### src/rtl/trackball_delta_pkg.sv
package trackball_delta_pkg;

    typedef enum logic [0:0] {
        ST_IDLE  = 1'b0,
        ST_FRESH = 1'b1
    } rd_state_t;

endpackage

### src/rtl/tb_axis_delta.sv
module tb_axis_delta #(
    parameter int POS_W   = 8,
    parameter int DELTA_W = 4,
    parameter bit REVERSE = 1'b0
) (
    input  logic               clk,
    input  logic               rst_n,
    input  logic [POS_W-1:0]   pos,
    input  logic               capture,
    output logic [DELTA_W-1:0] delta
);
    logic [POS_W-1:0] ref_q;
    logic [POS_W-1:0] diff;

    // Reference register: loaded with the live position on each read.
    always_ff @(posedge clk) begin
        if (!rst_n) begin
            ref_q <= '0;
        end else if (capture) begin
            ref_q <= pos;
        end
    end

    generate
        if (REVERSE) begin : g_rev
            always_comb diff = ref_q - pos;
        end else begin : g_fwd
            always_comb diff = pos - ref_q;
        end
    endgenerate

    assign delta = diff[DELTA_W-1:0];

endmodule

### src/rtl/tb_read_ctrl.sv
module tb_read_ctrl
    import trackball_delta_pkg::*;
#(
    parameter int DATA_W = 8
) (
    input  logic              clk,
    input  logic              rst_n,
    input  logic              rd_stb,
    input  logic [DATA_W-1:0] packed_delta,
    output logic              capture,
    output rd_state_t         state,
    output logic [DATA_W-1:0] data_q
);
    rd_state_t state_nxt;

    always_comb begin
        state_nxt = state;
        unique case (state)
            ST_IDLE:  state_nxt = rd_stb ? ST_FRESH : ST_IDLE;   // take_read / settle
            ST_FRESH: state_nxt = rd_stb ? ST_FRESH : ST_IDLE;   // take_read / settle
            default:  state_nxt = ST_IDLE;
        endcase
    end

    // State register
    always_ff @(posedge clk) begin
        if (!rst_n) begin
            state <= ST_IDLE;
        end else begin
            state <= state_nxt;
        end
    end

    assign capture = rd_stb;

    // Output register: reloaded only on the edge that enters ST_FRESH
    always_ff @(posedge clk) begin
        if (!rst_n) begin
            data_q <= '0;
        end else if (state_nxt == ST_FRESH) begin
            data_q <= packed_delta;
        end
    end

endmodule

### src/rtl/trackball_delta_port.sv
module trackball_delta_port
    import trackball_delta_pkg::*;
#(
    parameter int POS_W     = 8,
    parameter int DELTA_W   = 4,
    parameter bit REVERSE_X = 1'b0,
    parameter bit REVERSE_Y = 1'b1
) (
    input  logic                 clk,
    input  logic                 rst_n,
    input  logic [POS_W-1:0]     pos_x,
    input  logic [POS_W-1:0]     pos_y,
    input  logic                 rd_stb,
    output logic [2*DELTA_W-1:0] rd_data
);
    localparam int NUM_AXES = 2;
    localparam int DATA_W   = NUM_AXES * DELTA_W;

    logic [POS_W-1:0]   axis_pos   [NUM_AXES];
    logic [DELTA_W-1:0] axis_delta [NUM_AXES];
    logic [DATA_W-1:0]  packed_delta;
    logic               capture;
    rd_state_t          state;

    // Index 0 = X (high nibble), index 1 = Y (low nibble)
    assign axis_pos[0] = pos_x;
    assign axis_pos[1] = pos_y;

    generate
        for (genvar a = 0; a < NUM_AXES; a++) begin : g_axis
            tb_axis_delta #(
                .POS_W  (POS_W),
                .DELTA_W(DELTA_W),
                .REVERSE((a == 0) ? REVERSE_X : REVERSE_Y)
            ) u_axis (
                .clk    (clk),
                .rst_n  (rst_n),
                .pos    (axis_pos[a]),
                .capture(capture),
                .delta  (axis_delta[a])
            );
            assign packed_delta[DATA_W-1-a*DELTA_W -: DELTA_W] = axis_delta[a];
        end
    endgenerate

    tb_read_ctrl #(
        .DATA_W(DATA_W)
    ) u_ctrl (
        .clk         (clk),
        .rst_n       (rst_n),
        .rd_stb      (rd_stb),
        .packed_delta(packed_delta),
        .capture     (capture),
        .state       (state),
        .data_q      (rd_data)
    );

endmodule

### config.mk
export PLATFORM = sky130hd
export DESIGN_NAME = trackball_delta_port
export DESIGN_NICKNAME = d
export VERILOG_FILES = /design/src/rtl/trackball_delta_pkg.sv /design/src/rtl/tb_axis_delta.sv /design/src/rtl/tb_read_ctrl.sv /design/src/rtl/trackball_delta_port.sv
export SDC_FILE = /design/constraint.sdc
export NUM_CORES = 1
export LEC_CHECK = 0
export BUFFER_PORTS_ARGS = -buffer_cell sky130_fd_sc_hd__buf_4
export CORE_UTILIZATION = 52
export CTS_CLUSTER_SIZE = 40
export DETAILED_ROUTE_END_ITERATION = 6
export PLACE_DENSITY = 0.79
export REMOVE_ABC_BUFFERS = 1
export SKIP_CTS_REPAIR_TIMING = 1
export SLEW_MARGIN = 25
export SYNTH_ARGS = -nofsm -noshare
export SYNTH_HDL_FRONTEND = slang
export SYNTH_SLANG_ARGS = --single-unit
export TNS_END_PERCENT = 20
### constraint.sdc
create_clock -name clk -period 4.4 [get_ports clk]
set_clock_uncertainty 0.2 [all_clocks]
set_input_delay 0.66 -clock clk [delete_from_list [all_inputs] [get_ports clk]]
set_output_delay 0.66 -clock clk [all_outputs]
set_load 0.02 [all_outputs]
==> flow_summary.yaml <==
die:
  die_w_microns: 42.51
  core_sq_mm: 0.001524
  start_util: 0.5599
  pin_count: 27
  dieHeight_microns: 42.51
  die_area_sq_mm: 0.001807
  rows: 14
critical_path:
  r2r-start: "g_axis[0].u_axis.ref_q[0]$_SDFFE_PN0P_"
  cp_data_required_time_ps: 4380
  path_cells: "buf_4 > inv_1 > ha_1 > inv_1 > fa_1 > xnor2_1 > nand2_1 > o211a_1"
  cpMostUsedCell: "inv_1"
  cp-end-kind: "flip-flop"
  cp_max_fo: 2
  r2r_slack_ps: 2800
  slowest_stage: "fa_1"
  start_kind: "input pin"
  crit_arrival_ps: 1770
  cpPeakStageDelay_ps: 380
  crit_start: "pos_x[0]"
  crit_type: "in2reg"
power:
  pwr-share-seq: 0.523
  max-vdd-ir-drop_mv: 0.1980
  p_int_uw: 224.4
  p_leak_nw: 0.4904
  switching_share: 0.2762
  pwr-share-comb: 0.236
  p_clk_frac: 0.241
  p_switching_uw: 85.63
  power_density_mw_per_mm2: 312.0
detailed_routing:
  drc: 0
  via_count: 605
  first_pass_iters: 3
  via_per_inst: 5.261
  wl_microns: 1355
  ant_nets: 0
  wl_per_cell_microns: 11.78
  drtIter0Drc: 2
finish:
  regArea_sq_um: 320.3
  area_growth_pct: 16.42
  nNetsFinal: 128
  multiInputGateArea_sq_um: 465.4
  num-fill-cells: 128
  diodes: 0
  drive_above_1_share: 0.2222
sta:
  fmax_mhz: 556.4
  period_share: 0.4085
  hold_viol: 0
  setup_tns_ps: 0
  setup_viol: 0
  rsz0062_at_grt: "false"
  worst_hold_slack_ps: 287.8
  relSlewSlack: 0.7999
  fin_crit_ps: 1797
  maxSlewViolCount: 0
  worst_pin_slew_ps: 300.2
global_routing:
  grt_antenna_before_repair: 0
  grt_max_degree: 23
  grt_pass1_wl_microns: 2270
  grt_use_total: 0.1698
  grt_pass1_vias: 545
  grt_overflow_total: 0
synthesis:
  synth_area_sq_um: 853.3
  yosysUniqueCellTypes: 19
  yosys_warnings: 0
  synth-seq-cells: 16
  syn_inst: 82
  ys_seq_area_frac: 0.3754
  avgSynthCellArea_sq_um: 10.41
min_path:
  min_path_type: "reg2reg"
  hp-start: "u_ctrl.data_q[2]$_SDFFE_PN0P_"
cts:
  htree_levels: 1
  clk-insertion-delay-late_ps: 270
  cts_tree: "built"
  cts_made_buffers: 3
  cts.sinks: 16
  clockBufferDepth: 2
  root_buffer: "clkbuf_4"
  clkTransAtPathRegs_ps: 90
run_status:
  status: "complete, no violations"
placed_design:
  portBuffers: 18
  gp_congestion: 0.7001
  dp_hpwl_microns: 962.4
job:
  cap_violations: 0
[layout by cell type, fill, tap and decap left out]
master and count:
a211o_1 2, a21oi_1 2, and2_1 1, buf_4 18
clkbuf_4 3, dfxtp_1 16, fa_1 2, ha_1 6
inv_1 8, mux2i_1 10, nand2_1 4, nand2_4 1
nand3_1 2, nand3b_1 4, nand4_1 2, nor2b_1 10
o211a_1 4, xnor2_1 4
[path summary, 6_finish.rpt]
check	to	cells past startpoint
worst max register to register	u_ctrl.data_q[6]$_SDFFE_PN0P_	6
worst max-delay path	u_ctrl.data_q[6]$_SDFFE_PN0P_	8
worst min register to register	u_ctrl.data_q[2]$_SDFFE_PN0P_	1
worst min-delay path	u_ctrl.data_q[2]$_SDFFE_PN0P_	1
[kinds of logic after synthesis]
logic type / share of synthesized area
flops: 0.3754
compound gates: 0.07918
mux: 0.1173
xor+xnor: 0.04105
simple gates: 0.1730
fa+ha+maj: 0.1349
buf+inv: 0.07918
[layer usage]
layer | GRT usage | vias to the layer above | share of wire
li1 | - | 309 | -
met2 | 0.2738 | 16 | 0.48
met5 | 0 | - | 0
met1 | 0.2043 | 278 | 0.48
met3 | 0.04310 | 2 | 0.040
met4 | 0.09375 | 0 | 0.0074
[power groups by stage]
| stage | registers, mW | clock network [mW] | logic [mW] |
|---|---|---|---|
| 6_report | 0.162 | 0.0748 | 0.0730 |
| 5_1_grt | 0.163 | 0.0845 | 0.0808 |
| 4_1_cts | 0.162 | 0.0798 | 0.0739 |
| 3_5_place_dp | 0.166 | 0 | 0.0732 |
| 3_3_place_gp | 0.165 | 0 | 0.0716 |
| 2_1_floorplan | 0.173 | 0 | 0.0348 |
[critical path: cells and delay by family]
| kind | cells | cell delay, ps |
|---|---|---|
| adders and majority gates | 2 | 550 |
| buffers and inverters | 3 | 220 |
| xor gates and xnor gates | 1 | 160 |
| AOI/OAI and AO/OA | 1 | 120 |
| and+or+nand+nor | 1 | 70 |
[cell usage after synthesis]
cell type / number / area (sq um)
buf_2: 2 / 10.01
and2_1: 1 / 6.260
mux2i_1: 10 / 100.1
buf_4: 1 / 7.510
nor2b_1: 10 / 62.56
dfxtp_1: 16 / 320.3
nand2_4: 1 / 11.26
nand4_1: 2 / 12.51
inv_1: 8 / 30.03
nand3_1: 2 / 10.01
ha_1: 6 / 75.07
xnor2_1: 4 / 35.03
o211a_1: 4 / 40.04
a211o_1: 2 / 17.52
nand2_1: 4 / 15.01
buf_12: 1 / 20.02
a21oi_1: 2 / 10.01
fa_1: 2 / 40.04
nand3b_1: 4 / 30.03
[flip-flops by register name (all words and copies together) (netlist names)]
signal / count
g_axis.u_axis.ref_q: 8
u_ctrl.data_q: 8
[per-stage QoR]
| stage | power, mW | setup WS, ps | cells | area [sq um] | util |
|---|---|---|---|---|---|
| after floorplan | 0.2083 | 2555 | 78 | 815.8 | - |
| after global placement | 0.2366 | 2342 | 112 | 970.9 | 0.6371 |
| after detailed placement | 0.2389 | 2334 | 112 | 970.9 | 0.6371 |
| after CTS | 0.3160 | 2614 | 115 | 993.5 | 0.6519 |
| after global routing | 0.3288 | 2518 | 115 | 993.5 | 0.6519 |
| final | 0.3100 | 2603 | 115 | 993.5 | 0.6519 |
[area by class of cell]
cell class	count	share of cell area
clock buffers	3	0.02267
repair buffers	18	0.1360
flip-flops and latches	16	0.3224
multi-input cells	54	0.4685
well taps	16	0.02015
inverters	8	0.03023
(Power assumes the default switching activity.)
